File: src/rtl/csma_arb_pkg.sv
package csma_arb_pkg;

    typedef enum logic [1:0] {
        ST_IDLE  = 2'd0,
        ST_SENSE = 2'd1,
        ST_XMIT  = 2'd2,
        ST_RESP  = 2'd3
    } arb_state_e;

    localparam logic [7:0]  ACK_CODE  = 8'h06;
    localparam logic [15:0] LFSR_SEED = 16'hACE1;

endpackage

File: src/rtl/csma_lfsr.sv
module csma_lfsr #(
    parameter int OUT_W = 3
) (
    input  logic             clk,
    input  logic             rst_n,
    output logic [OUT_W-1:0] rnd_o
);
    import csma_arb_pkg::*;

    logic [15:0] state_d, state_q;

    always_comb begin
        state_d = {state_q[14:0], state_q[15] ^ state_q[13] ^ state_q[12] ^ state_q[10]};
    end

    always_ff @(posedge clk or negedge rst_n) begin
        if (!rst_n) state_q <= LFSR_SEED;
        else        state_q <= state_d;
    end

    assign rnd_o = state_q[OUT_W-1:0];

    assert_lfsr_live_R3: assert property (@(posedge clk) disable iff (!rst_n)
        state_q != 16'h0000);

endmodule

File: src/rtl/csma_tick_counter.sv
module csma_tick_counter #(
    parameter int W = 6
) (
    input  logic         clk,
    input  logic         rst_n,
    input  logic         clr_i,
    input  logic         en_i,
    output logic [W-1:0] count_o
);
    logic [W-1:0] cnt_d, cnt_q;

    always_comb begin
        cnt_d = cnt_q;
        if (clr_i)     cnt_d = '0;
        else if (en_i) cnt_d = cnt_q + W'(1);
    end

    always_ff @(posedge clk or negedge rst_n) begin
        if (!rst_n) cnt_q <= '0;
        else        cnt_q <= cnt_d;
    end

    assign count_o = cnt_q;

endmodule

File: src/rtl/csma_link_arbiter.sv
module csma_link_arbiter #(
    parameter int RESP_TIMEOUT = 40,
    parameter int RAND_BITS    = 3
) (
    input  logic       clk,
    input  logic       rst_n,
    input  logic       line_i,
    input  logic       req_i,
    input  logic       ack_req_i,
    input  logic       rx_valid_i,
    input  logic [7:0] rx_byte_i,
    input  logic       sync_lost_i,
    input  logic       tx_done_i,
    output logic       grant_o,
    output logic       busy_o,
    output logic       ack_ok_o,
    output logic       ack_fail_o,
    output logic       collision_o
);
    import csma_arb_pkg::*;

    localparam int EXTRA_MAX = (1 << RAND_BITS) - 1;
    localparam int THR_MAX   = RESP_TIMEOUT + EXTRA_MAX;
    localparam int CNT_W     = $clog2(THR_MAX + 1);
    localparam logic [CNT_W-1:0] RESP_LAST = CNT_W'(RESP_TIMEOUT - 1);

    typedef struct packed {
        arb_state_e       st;
        logic [CNT_W-1:0] thr;
        logic             want_ack;
        logic             grant;
        logic             busy;
        logic             ok;
        logic             fail;
        logic             coll;
    } arb_regs_t;

    arb_regs_t r_d, r_q;

    logic [RAND_BITS-1:0] rnd;
    logic [CNT_W-1:0]     cnt;
    logic                 cnt_clr, cnt_en;

    csma_lfsr #(.OUT_W(RAND_BITS)) u_lfsr (
        .clk   (clk),
        .rst_n (rst_n),
        .rnd_o (rnd)
    );

    csma_tick_counter #(.W(CNT_W)) u_ticks (
        .clk     (clk),
        .rst_n   (rst_n),
        .clr_i   (cnt_clr),
        .en_i    (cnt_en),
        .count_o (cnt)
    );

    always_comb begin
        r_d       = r_q;
        r_d.grant = 1'b0;
        r_d.busy  = 1'b0;
        r_d.ok    = 1'b0;
        r_d.fail  = 1'b0;
        r_d.coll  = 1'b0;
        cnt_clr   = 1'b0;
        cnt_en    = 1'b0;
        unique case (r_q.st)
            ST_IDLE: begin
                if (req_i) begin
                    r_d.st       = ST_SENSE;
                    r_d.thr      = CNT_W'(RESP_TIMEOUT) + CNT_W'(rnd);
                    r_d.want_ack = ack_req_i;
                    cnt_clr      = 1'b1;
                end
            end
            ST_SENSE: begin
                if (line_i || rx_valid_i) begin
                    r_d.busy = 1'b1;
                    r_d.st   = ST_IDLE;
                end else if (cnt == r_q.thr) begin
                    r_d.grant = 1'b1;
                    r_d.st    = ST_XMIT;
                end else begin
                    cnt_en = 1'b1;
                end
            end
            ST_XMIT: begin
                if (sync_lost_i) begin
                    r_d.coll = 1'b1;
                    r_d.st   = ST_IDLE;
                end else if (tx_done_i) begin
                    if (r_q.want_ack) begin
                        r_d.st  = ST_RESP;
                        cnt_clr = 1'b1;
                    end else begin
                        r_d.st = ST_IDLE;
                    end
                end
            end
            ST_RESP: begin
                if (rx_valid_i) begin
                    r_d.ok   = (rx_byte_i == ACK_CODE);
                    r_d.fail = (rx_byte_i != ACK_CODE);
                    r_d.st   = ST_IDLE;
                end else if (cnt == RESP_LAST) begin
                    r_d.fail = 1'b1;
                    r_d.st   = ST_IDLE;
                end else begin
                    cnt_en = 1'b1;
                end
            end
            default: r_d.st = ST_IDLE;
        endcase
    end

    always_ff @(posedge clk or negedge rst_n) begin
        if (!rst_n) begin
            r_q <= '{st: ST_IDLE, thr: '0, want_ack: 1'b0, grant: 1'b0,
                     busy: 1'b0, ok: 1'b0, fail: 1'b0, coll: 1'b0};
        end else begin
            r_q <= r_d;
        end
    end

    assign grant_o     = r_q.grant;
    assign busy_o      = r_q.busy;
    assign ack_ok_o    = r_q.ok;
    assign ack_fail_o  = r_q.fail;
    assign collision_o = r_q.coll;

    assert_one_event_R10: assert property (@(posedge clk) disable iff (!rst_n)
        $onehot0({grant_o, busy_o, ack_ok_o, ack_fail_o, collision_o}));

    assert_grant_after_quiet_R3: assert property (@(posedge clk) disable iff (!rst_n)
        grant_o |-> $past(!line_i && !rx_valid_i && cnt == r_q.thr));

    assert_grant_single_R3: assert property (@(posedge clk) disable iff (!rst_n)
        grant_o |=> !grant_o);

    assert_busy_has_cause_R4: assert property (@(posedge clk) disable iff (!rst_n)
        busy_o |-> $past(line_i || rx_valid_i));

    assert_ack_ok_code_R6: assert property (@(posedge clk) disable iff (!rst_n)
        ack_ok_o |-> $past(rx_valid_i && rx_byte_i == ACK_CODE));

    assert_fail_from_window_R7: assert property (@(posedge clk) disable iff (!rst_n)
        ack_fail_o |-> $past(r_q.st == ST_RESP));

    assert_window_bound_R8: assert property (@(posedge clk) disable iff (!rst_n)
        (r_q.st == ST_RESP) |-> (cnt <= RESP_LAST));

    assert_collision_cause_R9: assert property (@(posedge clk) disable iff (!rst_n)
        collision_o |-> $past(sync_lost_i && r_q.st == ST_XMIT));

endmodule

File: config.mk
export PLATFORM = sky130hd
export DESIGN_NAME = csma_link_arbiter
export DESIGN_NICKNAME = d
export VERILOG_FILES = /design/src/rtl/csma_arb_pkg.sv /design/src/rtl/csma_lfsr.sv /design/src/rtl/csma_tick_counter.sv /design/src/rtl/csma_link_arbiter.sv
export SDC_FILE = /design/constraint.sdc
export NUM_CORES = 1
export LEC_CHECK = 0
export CAP_MARGIN = 30
export CORE_ASPECT_RATIO = 0.7
export CORE_MARGIN = 4
export CORE_UTILIZATION = 55
export DETAILED_ROUTE_END_ITERATION = 6
export DONT_BUFFER_PORTS = 1
export HOLD_SLACK_MARGIN = 0.03
export PLACE_DENSITY = 0.7
export SYNTH_ARGS = -nofsm -noshare
export SYNTH_HDL_FRONTEND = slang
export SYNTH_SLANG_ARGS = --single-unit
File: constraint.sdc
create_clock -name clk -period 1.95 [get_ports clk]
set_input_delay 0.2925 -clock clk [delete_from_list [all_inputs] [get_ports clk]]
set_output_delay 0.2925 -clock clk [all_outputs]
set_load 0.005 [all_outputs]
# Word level (Yosys, flattened, before mapping)
# Cells that the tools add are included.
# classes
add_sub_neg	2
n_eq_ne	11
muxes	31
bitwise	3
reduce_logical	5
# ops
cell	n
2-bit 2-to-1 mux	9
1-bit 2-to-1 mux	16
6-bit 2-to-1 mux	2
9-bit 2-to-1 mux	1
3-bit != test, second input constant	3
8-bit by 3-bit equality test with 1-bit output, second input constant	1
8-bit by 3-bit != test with 1-bit output, second input constant	1
2-bit case mux with 4 select lines	1
6-bit by 1-bit adder with 6-bit output, second input constant	1
6-bit by 3-bit adder with 6-bit output, first input constant	1
6-bit equality test	1
6-bit equality test, second input constant	1
2-bit equality test, second input constant	2
1-bit case mux with 2 select lines	2
4-bit AND reduction	1
1-bit bitwise XOR	3
2-bit by 1-bit equality test with 1-bit output, second input constant	1
2-bit zero test	1
2-bit != test, second input constant	1
2-bit AND reduction	1
2-bit nonzero test	1
1-bit logical OR	1
# word_totals
register_bits	36
out_inout_bits	5
word_cells	62

# Depth between registers and ports, before layout
# Gate-level depths: netlist (run 1).
# logic_depth
word_depth	6
mapped_depth	7
mapped_depth_nobuf	6

# By module
# From an unflattened synthesis (run 1), not the netlist that was laid out.
# unflattened
cells_unflattened	102
hier_area_um2	1337.5
# modules_own_cells
mod	instances	cells_each	area_per_inst_um2	seq_area_each_um2
csma_link_arbiter	1	56	609.3	300.3
csma_lfsr	1	22	459.2	410.4
csma_tick_counter	1	24	269.0	150.1

# Least setup slack after synthesis (run 1)
# Ideal clock, no wire load.
# synth_timing
kind	register to register
from	register u_ticks.cnt_q[0] (netlist: u_ticks.count_o[0])
to	register u_ticks.cnt_q[5] (netlist: u_ticks.count_o[5])
arrival_ns	1.572
required_time_ns	1.830
setup_slack_ns	0.258
path_stages_with_launch	8
path_buffers	1
period_less_slack_ns	1.692
cell_sequence	dfrtp_1 -> ha_1 -> nor4bb_1 -> a21oi_1 -> nor2b_4 -> buf_6 -> o22a_1 -> a31o_1
# synth_via
elab_chain_len	5
elab_cells_between_ends	11
classes_between	add/sub (1); eq/ne (2); mux (7); reduce/logical (1)
# synth_lines
element	line_no	text
from (decl)	csma_tick_counter.sv:10	logic [W-1:0] cnt_d, cnt_q;
from (signal assigned)	csma_tick_counter.sv:20	else cnt_q <= cnt_d;
6-bit equality test, on equally long branches	csma_link_arbiter.sv:105, csma_link_arbiter.sv:80	
1-bit 2-to-1 mux, on equally long branches	csma_link_arbiter.sv:105, csma_link_arbiter.sv:80	
1-bit 2-to-1 mux, on equally long branches	csma_link_arbiter.sv:101, csma_link_arbiter.sv:77	
1-bit case mux with 2 select lines	csma_link_arbiter.sv:67	unique case (r_q.st)
2-bit nonzero test (no line)	-	
# Parallel ways exist; a longest one is shown, timed or not. The select of a mux whose other input is x is not followed.
# A chain may end at the register's enable or synchronous reset.

# Worst setup path in the final report (run 1)
# layout_timing
from	register u_ticks.cnt_q[0] (netlist: u_ticks.count_o[0])
to	register u_ticks.cnt_q[3] (netlist: u_ticks.count_o[3])
# The elaborated chain is that of the path after synthesis.

==> results of run 1 <==
[state kept, by name (all words and copies together) (netlist names)]
| name | flops |
|---|---|
| grant_o | 1 |
| u_ticks.count_o | 6 |
| r_q | 7 |
| ack_fail_o | 1 |
| u_lfsr.state_q | 16 |
| busy_o | 1 |
| ack_ok_o | 1 |
| collision_o | 1 |
[area by class of cell]
cell class	instances	area (um2)
fillers	182	753
flip-flops and latches	34	861
inverters	2	7.51
clock inverters	3	40.0
clock buffers	5	37.5
multi-input cells	65	463
well taps	32	40.0
repair buffers	3	40.0
[Yosys cell counts, types with 2 or more instances]
cell / instances
sky130_fd_sc_hd__a21oi_1: 2
sky130_fd_sc_hd__dfrtp_1: 26
sky130_fd_sc_hd__dfstp_2: 8
sky130_fd_sc_hd__mux2_1: 4
sky130_fd_sc_hd__mux2i_1: 3
sky130_fd_sc_hd__nand2_1: 8
sky130_fd_sc_hd__nand3_1: 5
sky130_fd_sc_hd__nor2_1: 5
sky130_fd_sc_hd__nor3_1: 2
sky130_fd_sc_hd__nor3b_1: 2
sky130_fd_sc_hd__nor4_1: 2
sky130_fd_sc_hd__o21ai_1: 3
sky130_fd_sc_hd__xnor2_1: 2
sky130_fd_sc_hd__xor2_1: 5
[power groups by stage]
stage / clock network (W) / registers [W] / logic [W]
finish: 0.000499 / 0.000746 / 0.0000832
global route: 0.000557 / 0.000748 / 0.0000973
CTS: 0.000515 / 0.000745 / 0.0000845
detailed placement: 0 / 0.000759 / 0.0000627
global placement: 0 / 0.000757 / 0.0000599
floorplan: 0 / 0.000748 / 0.0000572
[timing repair]
item / in CTS / in global routing
resized for setup: 0 / 0
hold endpoints to repair: 35 / 0
buffers inserted: 0 / 0
hold buffers: 3 / 0
[per-layer routing]
layer | share of wire | track usage
met5 | 0 | 0
met4 | 0.027 | 0.101
met3 | 0.095 | 0.0806
met2 | 0.43 | 0.220
met1 | 0.44 | 0.220
[cell families after synthesis]
| family | after synthesis | share of synthesized area |
|---|---|---|
| muxes | 7 | 0.0557 |
| DFF | 34 | 0.639 |
| adders and majority gates | 1 | 0.00928 |
| buffers and inverters | 4 | 0.0176 |
| xor gates and xnor gates | 7 | 0.0455 |
| AOI/OAI and AO/OA | 13 | 0.0706 |
| and+or+nand+nor | 37 | 0.163 |
[how the worst max path moves through the flow]
stage / start / to / slack (ns)
6_report: u_ticks.count_o[0]$_DFFE_PN0P_ / u_ticks.count_o[3]$_DFFE_PN0P_ / 0.07
2_1_floorplan: u_ticks.count_o[0]$_DFFE_PN0P_ / u_ticks.count_o[5]$_DFFE_PN0P_ / 0.26
4_1_cts: u_ticks.count_o[0]$_DFFE_PN0P_ / u_ticks.count_o[3]$_DFFE_PN0P_ / 0.09
3_3_place_gp: u_ticks.count_o[0]$_DFFE_PN0P_ / u_ticks.count_o[3]$_DFFE_PN0P_ / 0.23
3_5_place_dp: u_ticks.count_o[0]$_DFFE_PN0P_ / u_ticks.count_o[3]$_DFFE_PN0P_ / 0.14
5_1_grt: u_ticks.count_o[0]$_DFFE_PN0P_ / u_ticks.count_o[5]$_DFFE_PN0P_ / 0.002
[metrics by stage]
stage / utilization / instance area (um2) / setup slack, ns / hold slack [ns] / instances
3_3_place_gp: 0.612 / 1370 / 0.229 / -0.00237 / 133
4_1_cts: 0.664 / 1490 / 0.0920 / 0.0682 / 144
5_1_grt: 0.664 / 1490 / 0.00192 / 0.0668 / 144
2_1_floorplan: - / 1350 / 0.258 / -0.00309 / 103
3_5_place_dp: 0.612 / 1370 / 0.135 / -0.00225 / 133
6_report: 0.664 / 1490 / 0.0734 / 0.0797 / 144
[worst max-delay path: stages (launching register included)]
cell	delay, ns
sky130_fd_sc_hd__dfrtp_1	0.46
sky130_fd_sc_hd__ha_1	0.25
sky130_fd_sc_hd__nor4bb_1	0.15
sky130_fd_sc_hd__a21oi_1	0.27
sky130_fd_sc_hd__nor2b_4	0.31
sky130_fd_sc_hd__o2111ai_1	0.18
sky130_fd_sc_hd__mux2i_1	0.15
==> impl_results.rst, run 1 <==
.. list-table::
   :header-rows: 1

   * - Metric
     - Value
   * - Status
     - complete, no violations
   * - Fraction of post-synthesis cell area in the top cell type by area
     - 0.483
   * - Post-synthesis async set-or-reset flop share
     - 1.00
   * - Starting density of the core
     - 0.601
   * - Synth Cell Area
     - ~1300 um2
   * - Bufs on Longest Clock Path
     - 2
   * - Worst hold start
     - ack_req_i
   * - Port bufs
     - 0
   * - Launching element type of the critical path
     - flip-flop
   * - Boundary pin count
     - 21
   * - Pre-antenna DRT Iters
     - 4
   * - Hold Violations, Final
     - 0
   * - Floorplan row count
     - 14
   * - Total GRT Usage
     - 0.168
   * - Number of flops mapped to enable cells by yosys
     - 0
   * - Data required time at the worst endpoint
     - 2.17 ns
   * - Maximum number of pins on one net before global-route repair
     - 35
   * - Floorplan core area
     - about 2200 um2
   * - Worst Max-Slew Pin Slew
     - ~0.42 ns
   * - Sequential share of power
     - 0.562
   * - Inserted Clock Buffers
     - 5
   * - Worst supply voltage drop on vdd
     - 573 uV
   * - Cell at the root of the clock tree
     - sky130_fd_sc_hd__clkbuf_4
   * - Residual antenna-violating net count after detailed routing
     - 0
   * - Chip height
     - 49.4 um
   * - Minimum setup slack among reg-to-reg paths
     - between 0.07 and 0.08 ns
   * - Overall overflow remaining after global route
     - 0
   * - Antenna violations before repair
     - 0
   * - Worst slew margin relative to its limit
     - 0.719
   * - Final #Nets
     - 128
   * - Critical path start-end classification
     - flip-flop to flip-flop
   * - Arrival time reported for the critical path endpoint
     - approximately 2.1 ns
   * - Highest attainable clock frequency
     - 533 MHz
   * - Synthesized area per cell
     - 13.1 um2
   * - Launching point of the worst reg2reg path
     - u_ticks.count_o[0]$_DFFE_PN0P_
   * - Count of routing violations after the opening detailed-route iteration
     - 43
   * - Clock Sinks
     - 34
   * - TritonCTS clock tree
     - yes
   * - Final Cycle Share
     - 0.962
   * - Share of cells above drive strength 1
     - 0.205
   * - Detailed-route via count
     - around 830
   * - Routability Congestion
     - 0.846
   * - Register bit total from synthesis
     - 34
   * - Routed wire length
     - 2.30 mm
   * - Vias per cell
     - 5.73
   * - Library cell with the largest summed area after synthesis
     - sky130_fd_sc_hd__dfrtp_1
   * - Commonest cells after routing, fill and taps aside
     - sky130_fd_sc_hd__dfrtp_1, sky130_fd_sc_hd__nand2_1, sky130_fd_sc_hd__dfstp_2
   * - Half-perimeter wire length after detailed placement
     - approximately 1.6 mm
   * - Max-cap violations
     - 0
   * - Setup-violating endpoint count in the final report
     - 0
   * - Relative contribution of combinational cells to total power
     - 0.063
   * - Switching power total
     - around 0.0003 W
   * - Count of distinct cell types in the synthesized netlist
     - 40
   * - Number of pins with negative max-slew slack in the final report
     - 0
   * - Setup repair after global routing missed its margin
     - false
   * - Antenna diodes
     - 0
   * - Min-Delay Path Class
     - primary input to flip-flop
   * - Clock group share of total power
     - 0.376
   * - Most common library cell in the layout ignoring fill and taps
     - sky130_fd_sc_hd__dfrtp_1
   * - Detailed-route wire length per cell
     - 16.0 um
   * - Total negative slack
     - 0 ns
   * - Area growth syn-to-layout
     - 10.5%
   * - Largest clock skew in the final design
     - 0.0116 ns
   * - Sequential element share of the synthesized area
     - 0.639
   * - Internal Dissipation
     - 0.00102 W
   * - Post-layout min period
     - roughly 1.9 ns
   * - Hold Crit Depth
     - 1
   * - Synthesis Warnings
     - 0
   * - Reg-to-reg endpoint
     - u_ticks.count_o[3]$_DFFE_PN0P_
   * - Die outline area
     - ~3300 um2
   * - Detailed-route DRC error count
     - 0
   * - Hold path endpoint
     - r_q[5]$_DFFE_PN0P_
   * - Fraction of power spent switching nets
     - 0.230
   * - CP Max Fanout
     - 8
   * - Pwr per Cell Area
     - 892 nW/um2
   * - Vias in the first global route
     - 820
   * - Top cells by area in the synthesized netlist
     - sky130_fd_sc_hd__dfrtp_1, sky130_fd_sc_hd__dfstp_2, sky130_fd_sc_hd__mux2_1
   * - Worst Setup End Kind
     - flip-flop
   * - Clock-pin slew of the registers on the worst-case setup and hold paths
     - roughly 0.11 ns
   * - Synth Flop Type
     - sky130_fd_sc_hd__dfrtp_1
   * - Syn Nets
     - 120
   * - Maximum level of the CTS H-tree
     - 2
   * - Wire length of the first global-routing pass
     - 3.95 mm
   * - Depth of the worst register-to-register path
     - 6
   * - Static leakage power
     - roughly 0.71 nW
   * - Overall power
     - 0.00133 W
   * - Synthesized netlist cell count
     - 103
   * - Clock insertion delay at the later pin of the skew report
     - 0.34 ns
   * - Die W
     - 67.2 um
Note: power is estimated with default switching activity, not from simulation.
==> inputs of run 2 (changes only) <==
--- a/config.mk
+++ b/config.mk
@@ -6,13 +6,15 @@
 export NUM_CORES = 1
 export LEC_CHECK = 0
 export CAP_MARGIN = 30
+export CELL_PAD_IN_SITES_DETAIL_PLACEMENT = 1
+export CELL_PAD_IN_SITES_GLOBAL_PLACEMENT = 2
 export CORE_ASPECT_RATIO = 0.7
 export CORE_MARGIN = 4
-export CORE_UTILIZATION = 55
+export CORE_UTILIZATION = 41
 export DETAILED_ROUTE_END_ITERATION = 6
 export DONT_BUFFER_PORTS = 1
 export HOLD_SLACK_MARGIN = 0.03
-export PLACE_DENSITY = 0.7
+export PLACE_DENSITY_LB_ADDON = 0.1
 export SYNTH_ARGS = -nofsm -noshare
 export SYNTH_HDL_FRONTEND = slang
 export SYNTH_SLANG_ARGS = --single-unit
==> impl_results.rst, run 2 (synthesized netlist as in run 1, its figures left out) <==
.. list-table::
   :header-rows: 1

   * - Metric
     - Value
   * - Residual antenna-violating net count after detailed routing
     - 0 (unchanged)
   * - Maximum number of pins on one net before global-route repair
     - 35 (unchanged)
   * - GRT met3 Usage
     - 0.0566 (-0.0240)
   * - Most common library cell in the layout ignoring fill and taps
     - sky130_fd_sc_hd__dfrtp_1
   * - TritonCTS clock tree
     - yes
   * - Half-perimeter wire length after detailed placement
     - 1.86 mm (+18%)
   * - Launching point of the worst reg2reg path
     - u_ticks.count_o[0]$_DFFE_PN0P_
   * - Smallest hold slack
     - 0.0895 ns (+0.00987 ns)
   * - Arrival time reported for the critical path endpoint
     - 2.05 ns (-0.05 ns)
   * - Detailed-route wire length per cell
     - 17.8 um (+11%)
   * - Maximum level of the CTS H-tree
     - 2 (unchanged)
   * - Global-route track usage on met2
     - 0.220 (about the same)
   * - Overall power
     - 0.00136 W (+2.2%)
   * - Status
     - complete, no violations
   * - Die W
     - 76.5 um (+14%)
   * - Critical path start-end classification
     - flip-flop to flip-flop
   * - Clock Sinks
     - 34 (unchanged)
   * - Detailed-route DRC error count
     - 0 (unchanged)
   * - Area growth syn-to-layout
     - 13.8%
   * - Antenna violations before repair
     - 0 (unchanged)
   * - Detailed-route via count
     - 815 (-1.2%)
   * - Port bufs
     - 0 (unchanged)
   * - Final #Nets
     - 130 (+1.6%)
   * - Routed wire length
     - 2.70 mm (+18%)
   * - Static leakage power
     - 0.726 nW (+2.0%)
   * - Minimum setup slack among reg-to-reg paths
     - 0.1 ns (+0.02 ns)
   * - Boundary pin count
     - 21 (unchanged)
   * - Core utilization of the finished layout
     - 0.487 (-0.177)
   * - Chip height
     - 56.0 um (+13%)
   * - Total GRT Usage
     - 0.143 (-0.0246)
   * - Largest clock skew in the final design
     - 0.00478 ns (-0.00686 ns)
   * - Routability Congestion
     - 0.811 (-4.1%)
   * - Pre-antenna DRT Iters
     - 4 (unchanged)
   * - Hold Crit Depth
     - 1 (unchanged)
   * - Starting density of the core
     - 0.428 (-0.173)
   * - Overall overflow remaining after global route
     - 0 (unchanged)
   * - Final Cycle Share
     - 0.951 (-0.0114)
   * - Die outline area
     - 4280 um2 (+29%)
   * - Vias per cell
     - 5.36 (-6.4%)
   * - Worst hold start
     - rx_byte_i[0]
   * - Wire length of the first global-routing pass
     - 4.62 mm (+17%)
   * - Inserted Clock Buffers
     - 5 (unchanged)
   * - Reg-to-reg endpoint
     - u_ticks.count_o[3]$_DFFE_PN0P_
   * - Antenna diodes
     - 0 (unchanged)
   * - Bufs on Longest Clock Path
     - 2 (unchanged)
   * - Met1 Use GR
     - 0.179 (-0.0410)
   * - Depth of the worst register-to-register path
     - 6 (unchanged)
   * - Register name with the most flops
     - u_lfsr.state_q
   * - Worst supply voltage drop on vdd
     - 458 uV (-20%)
   * - Max-cap violations
     - 0 (unchanged)
   * - Hold path endpoint
     - ack_ok_o$_DFF_PN0_
   * - Worst Max-Slew Pin Slew
     - 0.423 ns (+0.00400 ns)
   * - Count of routing violations after the opening detailed-route iteration
     - 26 (-40%)
   * - Floorplan core area
     - 3150 um2 (+40%)
   * - Floorplan row count
     - 17 (+3)
   * - Clock-pin slew of the registers on the worst-case setup and hold paths
     - 0.07 ns (-0.04 ns)
   * - CP Max Fanout
     - 8 (unchanged)
   * - Share of cells above drive strength 1
     - 0.246 (+0.0403)
   * - Setup-violating endpoint count in the final report
     - 0 (unchanged)
   * - Worst Setup End Kind
     - flip-flop
   * - Post-layout min period
     - 1.85 ns (-0.0223 ns)
   * - Number of pins with negative max-slew slack in the final report
     - 0 (unchanged)
   * - Worst slew margin relative to its limit
     - 0.716 (-0.00268)
   * - Vias in the first global route
     - 926 (+13%)
   * - Cell at the root of the clock tree
     - sky130_fd_sc_hd__clkbuf_8
   * - Commonest cells after routing, fill and taps aside
     - sky130_fd_sc_hd__dfrtp_1, sky130_fd_sc_hd__nand2_1, sky130_fd_sc_hd__dfstp_2
   * - Min-Delay Path Class
     - primary input to flip-flop
   * - Highest-utilization routing layer at the global route stage
     - met2
   * - Hold Violations, Final
     - 0 (unchanged)
   * - Max FFs per register
     - 16 (unchanged)
   * - Pwr per Cell Area
     - 884 nW/um2 (-0.83%)
   * - Clock insertion delay at the later pin of the skew report
     - 0.28 ns (-0.06 ns)
   * - Launching element type of the critical path
     - flip-flop
   * - Data required time at the worst endpoint
     - 2.14 ns (-0.03 ns)
   * - Highest attainable clock frequency
     - 539 MHz (+1.2%)
## run 2: cell type report
type	instances	area [um2]
clock buffers	7	86.3
clock inverters	1	5.00
fillers	330	1610
inverters	2	7.51
multi-input cells	65	473
flip-flops and latches	34	862
well taps	38	47.5
repair buffers	5	52.6
## run 2: power by group
| group | switching (W) | total [W] | leakage [nW] | internal (W) |
|---|---|---|---|---|
| clock | 0.000235 | 0.000519 | 0.0482 | 0.000284 |
| sequential | 0.0000232 | 0.000747 | 0.433 | 0.000724 |
| combinational | 0.0000503 | 0.0000902 | 0.244 | 0.0000400 |
| total | 0.000308 | 0.00136 | 0.726 | 0.00105 |
## run 2: how the worst max path moves through the flow
stage | from | endpoint | cells after the start
finish | u_ticks.count_o[0]$_DFFE_PN0P_ | u_ticks.count_o[3]$_DFFE_PN0P_ | 6
global route | u_ticks.count_o[0]$_DFFE_PN0P_ | u_ticks.count_o[3]$_DFFE_PN0P_ | 6
CTS | u_ticks.count_o[0]$_DFFE_PN0P_ | u_ticks.count_o[3]$_DFFE_PN0P_ | 6
detailed placement | u_ticks.count_o[0]$_DFFE_PN0P_ | u_ticks.count_o[3]$_DFFE_PN0P_ | 6
global placement | u_ticks.count_o[0]$_DFFE_PN0P_ | u_ticks.count_o[3]$_DFFE_PN0P_ | 6
floorplan | u_ticks.count_o[0]$_DFFE_PN0P_ | u_ticks.count_o[5]$_DFFE_PN0P_ | 7
## run 2: metal layers
metal | wire, um | vias to the layer above | share of wire
met5 | 0 | - | 0
met4 | 46 | 0 | 0.017
met3 | 156 | 7 | 0.058
met2 | 1220 | 18 | 0.45
met1 | 1280 | 409 | 0.47
li1 | - | 381 | -
## run 2: timing repair
action,CTS,global route
hold buffers,2,0
setup endpoints to repair,0,5
gates resized for setup,0,3
setup buffers,0,3
hold endpoints to repair,34,0
## run 2: stage by stage
stage	TNS, ns	area, um2	worst slack (ns)	std cells
final	0	1530	0.0957	152
after global routing	-0.0300	1530	-0.0300	152
after CTS	0	1500	0.0125	149
after detailed placement	0	1380	0.0117	139
after global placement	0	1380	0.189	139
after floorplan	0	1350	0.258	103
## run 2: worst max-delay path, cell delays in order, from the launching register on
cell and delay [ns]:
sky130_fd_sc_hd__dfrtp_2 0.42, sky130_fd_sc_hd__ha_1 0.23, sky130_fd_sc_hd__nor4bb_2 0.35, sky130_fd_sc_hd__a21oi_2 0.12, sky130_fd_sc_hd__nor2b_4 0.17, sky130_fd_sc_hd__o2111ai_1 0.24, sky130_fd_sc_hd__mux2i_1 0.24
